## config.mk

```make
export PLATFORM = sky130hd
export DESIGN_NAME = rdp_read_port
export DESIGN_NICKNAME = d
export VERILOG_FILES = /design/src/rtl/rdp_pkg.sv /design/src/rtl/rdp_array.sv /design/src/rtl/rdp_fetch.sv /design/src/rtl/rdp_outseq.sv /design/src/rtl/rdp_read_port.sv
export SDC_FILE = /design/constraint.sdc
export NUM_CORES = 1
export LEC_CHECK = 0
export BUFFER_PORTS_ARGS = -buffer_cell sky130_fd_sc_hd__buf_2
export CAP_MARGIN = 20
export CORE_ASPECT_RATIO = 2
export CORE_UTILIZATION = 60
export DETAILED_ROUTE_END_ITERATION = 6
export PLACE_DENSITY = 0.77
export SLEW_MARGIN = 10
export SYNTH_ARGS = -nofsm -noshare
export SYNTH_HDL_FRONTEND = slang
export SYNTH_SLANG_ARGS = --single-unit
```

## constraint.sdc

```tcl
create_clock -name clk -period 5.3 [get_ports clk]
set_input_delay 0.53 -clock clk [delete_from_list [all_inputs] [get_ports clk]]
set_output_delay 0.53 -clock clk [all_outputs]
set_load 0.01 [all_outputs]
```

## src/rtl/rdp_pkg.sv

```systemverilog
package rdp_pkg;
    localparam int LANE_W = 9;
    localparam int LANES  = 4;
    localparam int WORD_W = LANE_W * LANES;
    localparam int HALF_W = WORD_W / 2;

    typedef struct packed {
        logic [HALF_W-1:0] hi;
        logic [HALF_W-1:0] lo;
    } word_t;

    typedef struct packed {
        logic  vld;
        word_t data;
    } stage_t;

    function automatic word_t lane_merge(word_t old_w, word_t new_w,
                                         logic [LANES-1:0] take);
        logic [WORD_W-1:0] res;
        res = old_w;
        for (int l = 0; l < LANES; l++) begin
            if (take[l]) res[l*LANE_W +: LANE_W] = new_w[l*LANE_W +: LANE_W];
        end
        return word_t'(res);
    endfunction
endpackage

```

## src/rtl/rdp_array.sv

```systemverilog
module rdp_array
    import rdp_pkg::*;
#(
    parameter int ADDR_W = 4
) (
    input  logic              clk,
    input  logic              we,
    input  logic [ADDR_W-1:0] waddr,
    input  word_t             wdata,
    input  logic [LANES-1:0]  wlane_en,
    input  logic [ADDR_W-1:0] raddr,
    output word_t             rdata
);
    localparam int DEPTH = 1 << ADDR_W;

    word_t mem [DEPTH];

    always_ff @(posedge clk) begin
        if (we) mem[waddr] <= lane_merge(mem[waddr], wdata, wlane_en);
    end

    assign rdata = mem[raddr];
endmodule

```

## src/rtl/rdp_fetch.sv

```systemverilog
module rdp_fetch
    import rdp_pkg::*;
#(
    parameter int ADDR_W = 4
) (
    input  logic              clk,
    input  logic              rst,
    input  logic              k_ev,
    input  logic              rd_req,
    input  logic [ADDR_W-1:0] rd_addr,
    input  logic              wr_req,
    input  logic [ADDR_W-1:0] wr_addr,
    input  word_t             wr_data,
    input  logic [LANES-1:0]  wr_lane_en,
    input  word_t             arr_rdata,
    output stage_t            burst
);
    stage_t s1, s2;
    word_t  snap;
    logic   fwd_hit;

    assign fwd_hit = wr_req && (wr_addr == rd_addr);
    assign snap    = fwd_hit ? lane_merge(arr_rdata, wr_data, wr_lane_en) : arr_rdata;

    always_ff @(posedge clk) begin
        if (rst) begin
            s1 <= '0;
            s2 <= '0;
        end else if (k_ev) begin
            s1 <= '{vld: rd_req, data: snap};
            s2 <= s1;
        end
    end

    assign burst = s2;
endmodule

```

## src/rtl/rdp_outseq.sv

```systemverilog
module rdp_outseq
    import rdp_pkg::*;
(
    input  logic              clk,
    input  logic              rst,
    input  logic              c_ev,
    input  logic              cn_ev,
    input  stage_t            burst,
    output logic [HALF_W-1:0] q_data,
    output logic              q_drive
);
    logic [HALF_W-1:0] hi_hold;
    logic              hi_pend;

    always_ff @(posedge clk) begin
        if (rst) begin
            q_data  <= '0;
            q_drive <= 1'b0;
            hi_hold <= '0;
            hi_pend <= 1'b0;
        end else if (c_ev) begin
            if (burst.vld) begin
                q_data  <= burst.data.lo;
                q_drive <= 1'b1;
                hi_hold <= burst.data.hi;
                hi_pend <= 1'b1;
            end else begin
                q_data  <= '0;
                q_drive <= 1'b0;
                hi_pend <= 1'b0;
            end
        end else if (cn_ev && hi_pend) begin
            q_data  <= hi_hold;
            hi_pend <= 1'b0;
        end
    end
endmodule

```

## src/rtl/rdp_read_port.sv

```systemverilog
module rdp_read_port
    import rdp_pkg::*;
#(
    parameter int ADDR_W = 4
) (
    input  logic                      clk,
    input  logic                      rst,
    input  logic                      single_clk_strap,
    input  logic                      k_rise,
    input  logic                      kn_rise,
    input  logic                      c_rise,
    input  logic                      cn_rise,
    input  logic                      rd_en_n,
    input  logic [ADDR_W-1:0]         rd_addr,
    input  logic                      wr_en_n,
    input  logic [ADDR_W-1:0]         wr_addr,
    input  logic [rdp_pkg::WORD_W-1:0] wr_data,
    input  logic [rdp_pkg::LANES-1:0] wr_lane_n,
    output logic [rdp_pkg::HALF_W-1:0] q_data,
    output logic                      q_drive
);
    logic   mode_single;
    logic   c_ev, cn_ev, rd_req, wr_req, burst_vld;
    word_t  arr_rdata;
    stage_t burst;

    always_ff @(posedge clk) begin
        if (rst) mode_single <= single_clk_strap;
    end

    assign c_ev      = mode_single ? k_rise  : c_rise;
    assign cn_ev     = mode_single ? kn_rise : cn_rise;
    assign rd_req    = k_rise && !rd_en_n;
    assign wr_req    = k_rise && !wr_en_n;
    assign burst_vld = burst.vld;

    rdp_array #(.ADDR_W(ADDR_W)) u_array (
        .clk      (clk),
        .we       (wr_req),
        .waddr    (wr_addr),
        .wdata    (word_t'(wr_data)),
        .wlane_en (~wr_lane_n),
        .raddr    (rd_addr),
        .rdata    (arr_rdata)
    );

    rdp_fetch #(.ADDR_W(ADDR_W)) u_fetch (
        .clk        (clk),
        .rst        (rst),
        .k_ev       (k_rise),
        .rd_req     (rd_req),
        .rd_addr    (rd_addr),
        .wr_req     (wr_req),
        .wr_addr    (wr_addr),
        .wr_data    (word_t'(wr_data)),
        .wr_lane_en (~wr_lane_n),
        .arr_rdata  (arr_rdata),
        .burst      (burst)
    );

    rdp_outseq u_outseq (
        .clk     (clk),
        .rst     (rst),
        .c_ev    (c_ev),
        .cn_ev   (cn_ev),
        .burst   (burst),
        .q_data  (q_data),
        .q_drive (q_drive)
    );
endmodule

```

Word-level counts from Yosys, hierarchy flattened:

Memory sizes are Yosys's and may differ from the RTL's.
Index checks and enable logic that the tools add are counted.

* mux-type cells: 23
* $lt $le $gt $ge: 0
* $add $sub $neg: 0
* reduce and logical (&&, ||, !) cells: 12
* bitwise gates (word level): 1
* equality and inequality tests: 5
* divide/modulo/power cells: 0
* multipliers: 0
* shift operators: 0

Operator list (count)
* 2-to-1 mux 9 bit: 12
* 2-to-1 mux 18 bit: 3
* 2-to-1 mux 36 bit: 1
* AND reduction 2 bit: 5
* != test 2 bit (second input constant): 4
* 2-to-1 mux 1 bit: 7
* == test 4 bit: 1
* logical AND 1 bit: 4
* NOT 4 bit: 1
* zero test 1 bit: 2
* nonzero test 2 bit: 1

* output and inout port bits: 19
* memory bits (writable): 576
* word-level logic and storage cells: 53
* input bits: 57
* latch bits: 0
* register bits after elaboration: 113
* bits in read-only memories: 0
* memories: 1

Memories
* u_array.mem: words 16, width 36, rd ports 1, clocked after Yosys merged registers in 0, wr ports 1, RTL line rdp_array.sv:16 `word_t mem [DEPTH];`

Longest topological paths before layout:

Gate-level depths: netlist (run 1).

* depth after elaboration: 5
* gate-level depth with buffers: 8
* depth with buffers taken out: 4

By module:

A second synthesis (run 1) with hierarchy kept.

* cell total of the unflattened synthesis: 1519
* area, all modules: 27244.9 um^2

Modules (own cells, without submodules)
* rdp_array: instances 1, area each 21861.0 um^2, cells each 973, seq. area each 17296.6 um^2
* rdp_fetch: instances 1, area each 3293.2 um^2, cells each 340, seq. area each 1481.4 um^2
* rdp_outseq: instances 1, area each 2010.7 um^2, cells each 197, seq. area each 760.7 um^2
* rdp_read_port: instances 1, area each 80.1 um^2, cells each 9, seq. area each 30.0 um^2

Worst setup path after synthesis (run 1):

OpenSTA, ideal clock, no wires.

* path kind: input port to flip-flop
* start: in rd_addr[0]
* end: reg u_fetch.s1[16] (netlist name)
* slack: 3108 ps
* buffers on the path: 2
* arrival time: 2070 ps
* setup time: 122 ps
* required time: 5178 ps
* stages: 6
* cell sequence: buf_2 > buf_2 > mux4_2 > a22oi_1 > nand2_1 > a221o_1

* word-level cells in the longest chain between the ends: 3
* elaborated cells on any way between the ends: 5
* classes of those cells: eq/ne: 1; mux: 2; reduce/logical: 1; memory: 1

RTL lines
* start, declared: RTL line rdp_read_port.sv:14 `input logic [ADDR_W-1:0] rd_addr,`
* memory read (16 x 36 bit) / == test 4 bit (equally long branches)
* 2-to-1 mux 9 bit / logical AND 1 bit (equally long branches): RTL line rdp_pkg.sv:22, rdp_fetch.sv:22
* 2-to-1 mux 36 bit (*): RTL line rdp_fetch.sv:23 `assign snap = fwd_hit ? lane_merge(arr_rdata, wr_data, wr_lane_en) : arr_rdata;`
* end signal, assigned: RTL line rdp_fetch.sv:30 `s1 <= '{vld: rd_req, data: snap};`
* end, declared: RTL line rdp_fetch.sv:18 `stage_t s1, s2;`

Mark *: on every way between the ends. The rest lies on a longest branch, timed or not.
A chain may end at the register's enable or synchronous reset.

Final worst setup path (run 1):

* start: in rd_addr[2]
* end: reg u_fetch.s1[12] (netlist name)

The elaborated chain is that of the path after synthesis.

==> results of run 1 <==
-- path summary, 6_finish.rpt --
path / slack (ns) / endpoint / cells past startpoint / startpoint
worst max register to register: 3.30 / u_outseq.hi_hold[17] / 3 / u_fetch.burst[36]
worst min register to register: 0.46 / u_outseq.hi_hold[7] / 2 / u_outseq.hi_hold[7]
worst min-delay path: 0.13 / mode_single / 1 / single_clk_strap
worst max-delay path: 2.85 / u_fetch.s1[12] / 6 / rd_addr[2]
-- registers in the layout, summed over array words and instances (netlist names) --
signal / flops
u_array.mem: 576
u_fetch.burst: 37
u_fetch.s1: 37
u_outseq.hi_hold: 18
u_outseq.q_data: 18
mode_single: 1
u_outseq.hi_pend: 1
u_outseq.q_drive: 1
-- through the flow --
stage          cells  setup slack, ns  total power [mW]  cell area (sq um)  hold slack (ns)
6_report        2079             2.85              10.5              28900            0.130
2_1_floorplan   1424             3.11              6.41              26300            0.431
5_1_grt         2077             2.72              10.7              28800            0.116
3_5_place_dp    1974             1.80              6.61              27100            0.444
3_3_place_gp    1970             1.92              6.59              27100            0.439
4_1_cts         2073             2.39              10.5              28800            0.111
-- final cells by class --
class | count | share of cell area [%]
Multi-Input combinational cell | 640 | 21.8
Clock buffer | 68 | 4.93
Inverter | 4 | 0.0520
Antenna cell | 3 | 0.0260
Clock inverter | 31 | 1.05
Tap cell | 550 | 2.39
Timing Repair Buffer | 94 | 1.95
Sequential cell | 689 | 67.8
-- cell usage after synthesis, types with 8 or more instances --
cell      count
a211oi_1     19
a21oi_1      38
a221o_1      27
a22o_1       18
a22oi_1      54
and2_1       29
buf_1        10
buf_2        18
clkbuf_1     57
dfxtp_1     112
edfxtp_1    577
mux2i_1      56
mux4_2      144
nand2_1      86
nand4_1      10
nor2_1      119
nor2b_1       8
o211ai_1      9
-- routing by layer --
layer  part of all wire [%]  up-vias
met3                    4.9      122
met1                     35     6803
met2                     57      464
met5                  0.051        -
met4                    3.6        4
li1                       -     5806
-- placed cells by master (no fill, tap or decap), drive strengths merged, types with 2 or more instances in the layout --
| cell type | n |
|---|---|
| dfxtp | 112 |
| edfxtp | 577 |
| nand3 | 7 |
| nand2b | 2 |
| nand4 | 10 |
| mux2i | 56 |
| xor2 | 3 |
| and2 | 29 |
| a211oi | 19 |
| o211ai | 9 |
| clkinv | 17 |
| mux4 | 144 |
| a21oi | 38 |
| a31oi | 3 |
| a221o | 27 |
| nor2 | 119 |
| and3 | 3 |
| diode | 3 |
| nor2b | 8 |
| buf | 94 |
| clkbuf | 68 |
| bufinv | 5 |
| a22oi | 54 |
| inv | 9 |
| a22o | 18 |
| nand2 | 87 |
| clkinvlp | 4 |
-- logic make-up (layout without fill, tap and decap cells) --
family | count (synthesis) | count (layout) | synth area share, %
AOI/OAI and AO/OA | 169 | 169 | 4.80
muxes | 201 | 201 | 14.5
xor gates and xnor gates | 4 | 4 | 0.133
buffers and inverters | 95 | 197 | 1.62
and+or+nand+nor | 266 | 266 | 4.37
other | 0 | 3 | 0
DFF | 689 | 689 | 74.5
-- where the power goes --
group          total, mW  switching (mW)  leakage, nW  internal (mW)
sequential          5.97          0.0393         6.11           5.93
combinational      0.524           0.315         2.56          0.210
clock               3.97            1.82        0.845           2.16
==> impl_metrics.ini, run 1 <==
[run_status]
status = complete, no violations

[final_layout]
syn2layout_area_growth_pct = 9.91
fin_util_pct = 66.7
fillers = 2792
drive_gt1_share_pct = 21.6
multi_input_area_sq_um = 6280
final_nets = 1539
ff_latch_area_sq_um = 19600

[detailed_routing]
post_drt_wl_per_cell_microns = 25.7
vias = 13200
drt_iter0_drc = 1176
routed_via_density = 6.35
routed_wl_microns = 53400
route.detailed.drc = 0
dr.pass1.iters = 7
ant_nets = 0

[place]
gp_congestion = 0.806
hpwl_microns = 35200
portBuffers = 75

[global_routing]
met3_usage_pct = 3.32
grtUsageMet2_pct = 45.6
grt_max_degree = 79
grt_usage_pct = 24.7
grt_overflow = 0
top_usage_layer = met2
grt_pass1_wl_microns = 80400
grt_pass1_vias = 13800
met1_usage_pct = 28.4
grt_antenna_before_repair = 4

[floorplan]
die_w_microns = 150
die_area_sq_um = 44600
initial_utilization_pct = 60.7
dieHeight_microns = 298
num_io_pins = 76
std_cell_rows = 108
coreArea_sq_um = 43200

[yosys]
synth_top_cell_by_area = edfxtp_1
synth_top_area_share_pct = 66.0
ys_warn_count = 0
synth-seq-cells = 689
synth-edff-count = 577
synthArstFlopShare_pct = 0
syn-num-nets = 1481
syn_area_sq_um = 26300
synth.avg_cell_area_sq_um = 18.4
postSynthCellCount = 1424
synthTopCellsByArea = edfxtp_1 (66%), mux4_2 (12%), dfxtp_1 (8.5%)
ys_seq_area_share_pct = 74.5
ys_dominant_reg_cell = edfxtp_1
ys_types = 30

[clocking]
clock_path_buffers = 3
cts_resized = 0
cts_root_buf = clkbuf_16
clk_pin_slew_worst_paths_ns = 0.07
cts-htree-levels = 2
post_cts_buffers = 0
numCtsBuffers = 53
holdBufCountCts = 0
cts_tree = built
cts_sinks = 689
clk-insertion-delay-late_ns = 0.59

[critical_path]
worst-path-buf-inv = 2
crit_type = input pin to flip-flop
start_kind = input pin
critPathSlowestCell = buf_4
path_cells = buf_6, buf_4, mux4_2, a22oi_1, nand2_1, a221o_1
critPathCaptureType = flip-flop
crit_family = buffers and inverters
cp_data_required_time_ns = 5.78
slowest_delay_ns = 0.66
crit_arrival_ns = 2.92
path_max_fanout = 71

[sta]
finalSetupViolations = 0
slew_violations = 0
final-hold-violation-count = 0
tns_ns = 0
worstMarginPinSlew_ns = 1.15
timing.slew.headroom_pct = 23.1
fin_skew_ns = 0.0136
rsz0062_at_grt = false
fmax_mhz = 409
timing.final.crit_share_pct = 46.2
layout_min_cycle_time_ns = 2.45

[min_path]
worstHoldPathType = input pin to flip-flop

[run]
cap_violations = 0

[pwr]
peakVddDrop_uv = 238
power_density_nw_per_um2 = 363
p_leak_nw = 9.52
Note: power is estimated with default switching activity, not from simulation.
==> run 2, diff against run 1 <==
Settings changed: CORE_UTILIZATION 60 to 56, PLACE_DENSITY 0.77 to 0.76.
Clock period 5.3 ns to 2.2 ns, I/O delays scaled along.
==> run 2 against run 1 <==
First-iteration DRC count rose by 2.1%. Die area rose by 7.1%. Non-clock buffer count rose by 94. Power rose by 150%. Core utilization fell by 2.0 points. Combinational power rose to 2.6 times the previous value. Sequential share of layout area fell by 2.1 points. Register-to-register slack got worse by 2.7 ns. Clock power rose by 150%. Hold slack got worse by 0.11 ns. Critical endpoint unchanged. Critical path type is now flip-flop to flip-flop.
==> impl_metrics.ini, run 2 (synthesis gave the netlist of run 1 again) <==
[detailed_routing]
post_drt_wl_per_cell_microns = 25.6
route.detailed.drc = 0
dr.pass1.iters = 5
drt_iter0_drc = 1201
vias = 13800
routed_via_density = 6.17
ant_nets = 0
routed_wl_microns = 57300

[clocking]
cts-htree-levels = 2
cts_root_buf = clkbuf_16
clk_pin_slew_worst_paths_ns = 0.07
holdBufCountCts = 3
post_cts_buffers = 0
cts_sinks = 689
clock_path_buffers = 3
cts_tree = built
numCtsBuffers = 53
clk-insertion-delay-late_ns = 0.59
cts_resized = 0

[critical_path]
critPathSlowestCell = mux4_2
critPathCaptureType = flip-flop
start_kind = flip-flop
cp_data_required_time_ns = 2.68
path_cells = mux4_2, a22oi_1, nand2_1, a221o_1
slowest_delay_ns = 0.48
path_max_fanout = 1
crit_arrival_ns = 2.12
crit_family = compound AO/OA/AOI/OAI gates
crit_type = flip-flop to flip-flop
worst-path-buf-inv = 0

[floorplan]
die_area_sq_um = 47800
num_io_pins = 76
dieHeight_microns = 308
std_cell_rows = 111
coreArea_sq_um = 46000
initial_utilization_pct = 57.1
die_w_microns = 155

[pwr]
power_density_nw_per_um2 = 862
p_comb_share_pct = 5.3
finalPower_mw = 25.7
swShare_pct = 20.4
pwr-share-seq_pct = 56.0
p_int_mw = 20.4
p_leak_nw = 10.0
peakVddDrop_uv = 508
p_clk_share_pct = 38.7
p_sw_mw = 5.24

[place]
gp_congestion = 0.805
portBuffers = 75
hpwl_microns = 37000
placed_area_sq_um = 28000

[sta]
slew_violations = 0
rsz0062_at_grt = false
layout_min_cycle_time_ns = 1.64
finalSetupViolations = 0
timing.slew.headroom_pct = 35.2
fin_skew_ns = 0.00774
tns_ns = 0
final-hold-violation-count = 0
timing.final.crit_share_pct = 74.6
worstMarginPinSlew_ns = 0.968
fmax_mhz = 609

[final_layout]
syn2layout_area_growth_pct = 13.4
fillers = 2999
largest_reg_flops = 576
final_nets = 1633
fin_area_sq_um = 29800
fin_util_pct = 64.8
drive_gt1_share_pct = 25.8
regMostFlops = u_array.mem
final_cell_mix = edfxtp_1 (577), mux4_2 (144), nor2_1 (117)
final_common_cell = edfxtp_1

[global_routing]
grt_pass1_wl_microns = 86300
grt_pass1_vias = 14400
grt_antenna_before_repair = 5
grt_max_degree = 78
grt_overflow = 0
grt_usage_pct = 24.9

[run]
cap_violations = 0

[min_path]
worstHoldPathType = input pin to flip-flop

[run_status]
status = complete, no violations
[run 2: changes by cell type in the layout (fill, tap and decap cells not counted), sizes merged]
| cell | before | now |
|---|---|---|
| buf | 94 | 184 |
| bufinv | 5 | 9 |
| clkbuf | 68 | 67 |
| clkinvlp | 4 | 5 |
| diode | 3 | 2 |
| dlygate4sd3 | 0 | 3 |
| inv | 9 | 4 |
[run 2: stage by stage]
step / hold slack, ns / std cells / setup WS [ns]
floorplan: 0.319 / 1424 / 0.318
global placement: 0.403 / 2138 / 0.0795
detailed placement: 0.402 / 2138 / 0.0484
CTS: 0.000799 / 2238 / 0.558
global route: 0.0170 / 2241 / 0.492
finish: 0.0202 / 2241 / 0.559
[run 2: metal layers]
layer / share of wire, % / track usage (%)
met5: 0.072 / 0
met4: 3.7 / 11.0
met3: 6.2 / 3.47
met2: 54 / 44.6
met1: 36 / 29.6
[run 2: path summary, 6_finish.rpt]
kind                            slack [ns]                from                   end  cells after the start
worst max-delay path                  0.56  u_array.mem[5][12]        u_fetch.s1[12]                      4
worst min register to register        0.45   u_fetch.burst[30]  u_outseq.hi_hold[12]                      2
worst max register to register        0.56  u_array.mem[5][12]        u_fetch.s1[12]                      4
worst min-delay path                  0.02         wr_data[14]    u_array.mem[3][14]                      1
[run 2: power by group through the flow]
stage	combinational (mW)	clock, mW	sequential (mW)
finish	1.36	9.92	14.4
global route	1.46	10.5	14.4
CTS	1.36	10.0	14.4
detailed placement	1.34	0	14.7
global placement	1.30	0	14.7
floorplan	0.815	0	14.6
[run 2: final cells by class]
type	instances	area (sq um)	share of cell area, %
Antenna cell	2	5.00	0.0168
Clock buffer	66	1400	4.69
Clock inverter	31	383	1.29
Inverter	4	15.0	0.0504
Multi-Input combinational cell	640	6280	21.1
Sequential cell	689	19600	65.7
Tap cell	621	777	2.61
Timing Repair Buffer	188	1350	4.53
